--- src/rtl/trap_csr_pkg.sv ---
package trap_csr_pkg;

    localparam int CSR_AW = 12;

    typedef logic [1:0] priv_t;
    localparam priv_t PRIV_USER = 2'b00;
    localparam priv_t PRIV_MACH = 2'b11;

    localparam logic [CSR_AW-1:0] ADR_STATUS = 12'h300;
    localparam logic [CSR_AW-1:0] ADR_VECTOR = 12'h305;
    localparam logic [CSR_AW-1:0] ADR_RETPC  = 12'h341;
    localparam logic [CSR_AW-1:0] ADR_CAUSE  = 12'h342;
    localparam logic [CSR_AW-1:0] ADR_VALUE  = 12'h343;
    localparam logic [CSR_AW-1:0] ADR_HARTID = 12'hF14;

    localparam int BIT_IE    = 3;
    localparam int BIT_PIE   = 7;
    localparam int BIT_PPRIV = 11;

    typedef struct packed {
        logic  ie;
        logic  pie;
        priv_t priv;
        priv_t ppriv;
    } status_t;

    typedef enum logic [2:0] {
        SEL_NONE,
        SEL_STATUS,
        SEL_VECTOR,
        SEL_RETPC,
        SEL_CAUSE,
        SEL_VALUE,
        SEL_HARTID
    } csr_sel_e;

endpackage

--- src/rtl/csr_addr_dec.sv ---
module csr_addr_dec
    import trap_csr_pkg::*;
(
    input  logic [CSR_AW-1:0] addr,
    output csr_sel_e          sel,
    output logic              read_only
);
    always_comb begin
        read_only = (addr[CSR_AW-1:CSR_AW-2] == 2'b11);
        unique case (addr)
            ADR_STATUS: sel = SEL_STATUS;
            ADR_VECTOR: sel = SEL_VECTOR;
            ADR_RETPC:  sel = SEL_RETPC;
            ADR_CAUSE:  sel = SEL_CAUSE;
            ADR_VALUE:  sel = SEL_VALUE;
            ADR_HARTID: sel = SEL_HARTID;
            default:    sel = SEL_NONE;
        endcase
    end
endmodule

--- src/rtl/trap_status_reg.sv ---
module trap_status_reg
    import trap_csr_pkg::*;
(
    input  logic    clk,
    input  logic    rst_n,
    input  logic    enter,
    input  logic    leave,
    input  logic    wr_en,
    input  logic    wr_ie,
    input  logic    wr_pie,
    input  priv_t   wr_ppriv,
    output status_t st_q
);
    status_t st_d;

    always_comb begin
        st_d = st_q;
        if (enter) begin
            st_d.pie   = st_q.ie;
            st_d.ie    = 1'b0;
            st_d.ppriv = st_q.priv;
            st_d.priv  = PRIV_MACH;
        end else if (leave) begin
            st_d.ie    = st_q.pie;
            st_d.priv  = st_q.ppriv;
            st_d.pie   = 1'b1;
            st_d.ppriv = PRIV_USER;
        end else if (wr_en) begin
            st_d.ie    = wr_ie;
            st_d.pie   = wr_pie;
            st_d.ppriv = wr_ppriv;
        end
    end

    always_ff @(posedge clk) begin
        if (!rst_n) begin
            st_q <= '{ie: 1'b0, pie: 1'b0, priv: PRIV_MACH, ppriv: PRIV_USER};
        end else begin
            st_q <= st_d;
        end
    end

    AST_ENTER_SAVES_IE: assert property (@(posedge clk) disable iff (!rst_n)
        enter |=> (!st_q.ie && st_q.pie == $past(st_q.ie)));
    AST_ENTER_SAVES_PRIV: assert property (@(posedge clk) disable iff (!rst_n)
        enter |=> (st_q.priv == PRIV_MACH && st_q.ppriv == $past(st_q.priv)));
    AST_LEAVE_RESTORES: assert property (@(posedge clk) disable iff (!rst_n)
        (leave && !enter) |=> (st_q.ie == $past(st_q.pie) &&
                               st_q.priv == $past(st_q.ppriv) &&
                               st_q.pie && st_q.ppriv == PRIV_USER));
endmodule

--- src/rtl/trap_data_regs.sv ---
module trap_data_regs
    import trap_csr_pkg::*;
#(
    parameter int              XLEN      = 32,
    parameter logic [XLEN-1:0] VEC_RESET = 32'h0000_0100
) (
    input  logic            clk,
    input  logic            rst_n,
    input  logic            enter,
    input  logic [XLEN-1:0] cause_in,
    input  logic [XLEN-1:0] pc_in,
    input  logic [XLEN-1:0] value_in,
    input  logic            wr_en,
    input  csr_sel_e        sel,
    input  logic [XLEN-1:0] wdata,
    output logic [XLEN-1:0] vector_o,
    output logic [XLEN-1:0] retpc_o,
    output logic [XLEN-1:0] cause_o,
    output logic [XLEN-1:0] value_o
);
    typedef struct packed {
        logic [XLEN-1:0] vector;
        logic [XLEN-1:0] retpc;
        logic [XLEN-1:0] cause;
        logic [XLEN-1:0] value;
    } data_t;

    data_t rg_d, rg_q;

    always_comb begin
        rg_d = rg_q;
        if (enter) begin
            rg_d.retpc = pc_in;
            rg_d.cause = cause_in;
            rg_d.value = value_in;
        end else if (wr_en) begin
            case (sel)
                SEL_VECTOR: rg_d.vector = wdata;
                SEL_RETPC:  rg_d.retpc  = wdata;
                SEL_CAUSE:  rg_d.cause  = wdata;
                SEL_VALUE:  rg_d.value  = wdata;
                default:    ;
            endcase
        end
    end

    always_ff @(posedge clk) begin
        if (!rst_n) begin
            rg_q <= '{vector: VEC_RESET, retpc: '0, cause: '0, value: '0};
        end else begin
            rg_q <= rg_d;
        end
    end

    assign vector_o = rg_q.vector;
    assign retpc_o  = rg_q.retpc;
    assign cause_o  = rg_q.cause;
    assign value_o  = rg_q.value;

    AST_ENTER_LOADS_DATA: assert property (@(posedge clk) disable iff (!rst_n)
        enter |=> (rg_q.retpc == $past(pc_in) && rg_q.cause == $past(cause_in) &&
                   rg_q.value == $past(value_in)));
    AST_ENTER_KEEPS_VECTOR: assert property (@(posedge clk) disable iff (!rst_n)
        enter |=> $stable(rg_q.vector));
endmodule

--- src/rtl/trap_csr_unit.sv ---
module trap_csr_unit
    import trap_csr_pkg::*;
#(
    parameter int              XLEN      = 32,
    parameter logic [XLEN-1:0] VEC_RESET = 32'h0000_0100,
    parameter logic [XLEN-1:0] HART_ID   = '0
) (
    input  logic              clk,
    input  logic              rst_n,
    input  logic              trap_enter,
    input  logic              trap_leave,
    input  logic [XLEN-1:0]   trap_cause,
    input  logic [XLEN-1:0]   trap_pc,
    input  logic [XLEN-1:0]   trap_value,
    input  logic              csr_wr,
    input  logic [CSR_AW-1:0] csr_addr,
    input  logic [XLEN-1:0]   csr_wdata,
    output logic [XLEN-1:0]   csr_rdata,
    output logic              csr_fault,
    output logic [XLEN-1:0]   handler_base,
    output logic [XLEN-1:0]   resume_pc,
    output logic              irq_enable,
    output logic [1:0]        priv_mode
);
    csr_sel_e        sel;
    logic            read_only;
    logic            wr_ok;
    logic            st_wr;
    status_t         st_q;
    logic [XLEN-1:0] cause_q;
    logic [XLEN-1:0] value_q;
    logic [XLEN-1:0] status_word;

    csr_addr_dec i_dec (
        .addr      (csr_addr),
        .sel       (sel),
        .read_only (read_only)
    );

    assign csr_fault = csr_wr && read_only;
    assign wr_ok     = csr_wr && !read_only && !trap_enter && !trap_leave;
    assign st_wr     = wr_ok && (sel == SEL_STATUS);

    trap_status_reg i_status (
        .clk      (clk),
        .rst_n    (rst_n),
        .enter    (trap_enter),
        .leave    (trap_leave),
        .wr_en    (st_wr),
        .wr_ie    (csr_wdata[BIT_IE]),
        .wr_pie   (csr_wdata[BIT_PIE]),
        .wr_ppriv (csr_wdata[BIT_PPRIV+1:BIT_PPRIV]),
        .st_q     (st_q)
    );

    trap_data_regs #(
        .XLEN      (XLEN),
        .VEC_RESET (VEC_RESET)
    ) i_data (
        .clk      (clk),
        .rst_n    (rst_n),
        .enter    (trap_enter),
        .cause_in (trap_cause),
        .pc_in    (trap_pc),
        .value_in (trap_value),
        .wr_en    (wr_ok),
        .sel      (sel),
        .wdata    (csr_wdata),
        .vector_o (handler_base),
        .retpc_o  (resume_pc),
        .cause_o  (cause_q),
        .value_o  (value_q)
    );

    always_comb begin
        status_word                          = '0;
        status_word[BIT_IE]                  = st_q.ie;
        status_word[BIT_PIE]                 = st_q.pie;
        status_word[BIT_PPRIV+1:BIT_PPRIV]   = st_q.ppriv;
    end

    always_comb begin
        case (sel)
            SEL_STATUS: csr_rdata = status_word;
            SEL_VECTOR: csr_rdata = handler_base;
            SEL_RETPC:  csr_rdata = resume_pc;
            SEL_CAUSE:  csr_rdata = cause_q;
            SEL_VALUE:  csr_rdata = value_q;
            SEL_HARTID: csr_rdata = HART_ID;
            default:    csr_rdata = '0;
        endcase
    end

    assign irq_enable = st_q.ie;
    assign priv_mode  = st_q.priv;

    AST_FAULT_HOLDS_STATE: assert property (@(posedge clk) disable iff (!rst_n)
        (csr_fault && !trap_enter && !trap_leave) |=>
            ($stable(handler_base) && $stable(resume_pc) && $stable(cause_q) &&
             $stable(value_q) && $stable(st_q)));
    AST_WRITE_IN_LEAVE_IGNORED: assert property (@(posedge clk) disable iff (!rst_n)
        (csr_wr && trap_leave && !trap_enter) |=>
            ($stable(handler_base) && $stable(resume_pc) && $stable(cause_q) &&
             $stable(value_q)));
    AST_BOTH_STROBES_ENTRY: assert property (@(posedge clk) disable iff (!rst_n)
        (trap_enter && trap_leave) |=> (!irq_enable && priv_mode == PRIV_MACH));
    AST_FAULT_ONLY_RO: assert property (@(posedge clk) disable iff (!rst_n)
        csr_fault |-> (csr_wr && csr_addr[CSR_AW-1:CSR_AW-2] == 2'b11));
endmodule

--- config.mk ---
export PLATFORM = sky130hd
export DESIGN_NAME = trap_csr_unit
export DESIGN_NICKNAME = d
export VERILOG_FILES = /design/src/rtl/trap_csr_pkg.sv /design/src/rtl/csr_addr_dec.sv /design/src/rtl/trap_status_reg.sv /design/src/rtl/trap_data_regs.sv /design/src/rtl/trap_csr_unit.sv
export SDC_FILE = /design/constraint.sdc
export NUM_CORES = 1
export LEC_CHECK = 0
export BUFFER_PORTS_ARGS = -buffer_cell sky130_fd_sc_hd__buf_2
export CAP_MARGIN = 0
export CORE_MARGIN = 1.5
export CORE_UTILIZATION = 40
export DETAILED_ROUTE_END_ITERATION = 7
export PLACE_DENSITY_LB_ADDON = 0.2
export SLEW_MARGIN = 0
export SYNTH_ARGS = -nofsm -noshare
export SYNTH_HDL_FRONTEND = slang
export SYNTH_SLANG_ARGS = --single-unit
export TNS_END_PERCENT = 50
--- constraint.sdc ---
create_clock -name clk -period 1.7 [get_ports clk]
set_clock_uncertainty 0.05 [all_clocks]
set_input_delay 0.17 -clock clk [delete_from_list [all_inputs] [get_ports clk]]
set_output_delay 0.17 -clock clk [all_outputs]
set_load 0.05 [all_outputs]
==> out/results.txt <==
Fillers -> 1361
Post-synthesis net count -> 1025
Final HPWL DP -> 18230 um
Clock power frac -> 45.0%
Reg clk slew, reported paths -> 60 ps
Asr flop ratio synth -> 0%
CTS sink count -> 134
Die Footprint -> 17730 sq um
Fin. max-slew vios -> 0
Routed len/inst -> 20.08 um
Pin count of the biggest net entering global routing -> 67
DRT Pass-1 Iters -> 7
# rows -> 47
Most common cell after layout, fill and taps aside -> o21ai_0
Leakage power total -> 0.004447 uW
Sequential power share -> 39.4%
Crit end category -> primary output
Synth cell types -> 36
Initial antenna violation count -> 1
Critical Path Max Stage Delay -> 580 ps
CTS buffer count -> 17
Synth Cell Area -> 6775 sq um
Period utilisation layout -> 123.1%
Crit Path Max Fanout -> 9
Crit-path slowest cell -> or4bb_4
Tot GR Track Use -> 31.85%
Max-Cap Viols -> 0
Post-synthesis cell count -> 880
Area delta synth->final -> 67.06%
Fin. Hold Viols -> 0
IO Count -> 245
Final nets -> 1378
Routed vias -> 8985
Sw frac -> 26.12%
Port bufs -> 244
Total global routing overflow -> 0
Worst skew pair latency -> 420 ps
Post-route ant nets -> 0
RSZ-0062 raised after global routing -> true
GP Congestion -> 0.8887
Post-synth top area share -> 39.59%
VDD IR max -> 0.0007493 V
Die Y -> 133.1 um
DR iter-0 viols -> 803
WP data required -> 1480 ps
DRC Markers -> 0
DRT Wirelength -> 29460 um
Seq/Total Area, Yosys -> 39.59%
Critical Path Source Type -> input pin
Switching power total -> 2262 uW
Layout cells sized above 1 -> 35.66%
Yosys top cell by area -> dfxtp_1
H-Tree Depth -> 4
Post-synthesis area per instance -> 7.699 sq um
Setup WS pre-CTS -> -550.8 ps
Core area -> 16580 sq um
Worst path cell trace -> buf_6 -> or4bb_4 -> nor4_4 -> buf_6 -> buf_12 -> a22oi_1 -> o21ai_4 -> buf_6
Die span in x -> 133.1 um
Worst setup margin -> -393.1 ps
Min-Delay Path Class -> in2reg
Pwr/cell area -> 765.2 nW/um^2
Number of global-route vias before repair -> 8519
Fin util -> 68.25%
Flop and latch count out of synthesis -> 134
Status -> complete, but fails checks
Setup_tns -> -11110 ps
First-pass GRT wire length -> 44790 um
Arrival @ worst endpoint -> 1870 ps
Initial Utilization -> 40.86%
Slew @ Worst Pin -> 462.4 ps
Post-synth EDFFs -> 0
Via density -> 6.125
Pwr Total -> 8661 uW
Root Driver -> clkbuf_16
Most frequent cells in the layout -> 218 x o21ai_0, 208 x buf_2, 134 x dfxtp_1, 99 x a21oi_1, 97 x a31oi_1
Post-synth top flop -> dfxtp_1
Hold slack -> 14.98 ps
Crit path kind -> in2out
Comb power frac -> 15.5%
Syn. warnings -> 0
Max Clk Rate -> 477.8 MHz
Top post-synthesis cells by area -> dfxtp_1 40%, o21ai_0 18%, a31oi_1 9.0%
Cell mode on critical path -> buf_6
Cell-internal power -> 6399 uW
CTS tree -> built
Final setup fails -> 32
CTS max path bufs -> 2
Tmin final -> 2093 ps
Violated checks -> negative setup slack
Slew Limit Headroom -> 69.17%
==> state kept, by name, summed over array words and instances (netlist names) <==
register	cells
i_data.cause_o	32
i_data.retpc_o	32
i_data.value_o	32
i_data.vector_o	32
i_status.st_q	6
==> critical path, delay by kind of cell <==
kind	cells	cell delay, ps
AND/OR/NAND/NOR	2	880
AO/OA/AOI/OAI	2	210
buffers and inverters	4	610
==> stage by stage <==
| step | cells | instance area, sq um |
|---|---|---|
| 2_1_floorplan | 880 | 7144 |
| 3_3_place_gp | 1321 | 9161 |
| 3_5_place_dp | 1321 | 9161 |
| 4_1_cts | 1452 | 11110 |
| 5_1_grt | 1466 | 11320 |
| 6_report | 1467 | 11320 |
==> layer usage <==
metal | share of wire, % | wire, um | GRT usage (%) | up-vias
li1 | - | - | - | 4082
met1 | 41 | 12110 | 41.81 | 4247
met2 | 46 | 13460 | 50.14 | 569
met3 | 9.4 | 2776 | 7.002 | 87
met4 | 3.8 | 1115 | 14.79 | 0
met5 | 0 | 0 | 0 | -
==> cells in the mapped netlist, types with 2 or more instances <==
cell type,number
a31oi_1,97
a21oi_1,99
and4_1,2
clkbuf_1,88
or4_4,2
a21boi_0,31
and3_1,4
buf_4,4
a22o_1,2
buf_1,2
nor3b_1,2
nand3_1,35
nand4_1,4
buf_2,17
o21ai_1,20
a221o_1,3
o211ai_1,2
nor4_1,2
dfxtp_1,134
nor3_1,2
o21ai_0,238
nor4bb_1,3
a22oi_1,59
nand2_1,10
and2_1,2
mux2i_1,2
nor2_1,4
inv_1,2
==> power by group through the flow <==
stage / sequential (uW) / clock, uW / combinational (uW)
2_1_floorplan: 3630 / 0 / 462
3_3_place_gp: 3470 / 0 / 1130
3_5_place_dp: 3470 / 0 / 1140
4_1_cts: 3410 / 3920 / 1320
5_1_grt: 3430 / 4040 / 1450
6_report: 3420 / 3900 / 1350
==> timing repair <==
item / in CTS / in global routing
resized for setup: 76 / 17
gates cloned: 3 / 2
buffers inserted: 2 / 11
pin swaps: 10 / 8
setup endpoints to repair: 32 / 40
hold endpoints to repair: 95 / 0
hold buffers: 95 / 0
==> path summary, 6_finish.rpt <==
path                           from                  to  slack, ps  cells past startpoint
setup / recovery       csr_addr[11]        csr_rdata[4]       -390                      8
hold / removal         csr_wdata[9]  i_data.vector_o[9]         10                      3
setup reg to reg   i_status.st_q[4]    i_status.st_q[4]        690                      2
hold reg to reg   i_data.cause_o[5]   i_data.cause_o[5]        420                      2
==> area by class of cell <==
class	instances	area (sq um)	area share [%]
multi-input cells	633	4136	36.55
repair buffers	445	3597	31.78
flip-flops and latches	134	2683	23.70
clock buffers	22	464.2	4.101
well taps	220	275.3	2.432
clock inverters	9	150.1	1.327
inverters	2	7.507	0.06633
diodes	2	5.005	0.04422
==> cells by family after synthesis <==
logic type | share of synthesized area (%)
buffers and inverters | 6.796
AND/OR/NAND/NOR | 6.851
AO/OA/AOI/OAI | 46.46
multiplexers | 0.2955
flip-flops | 39.59
Note: power is estimated with default switching activity, not from simulation.
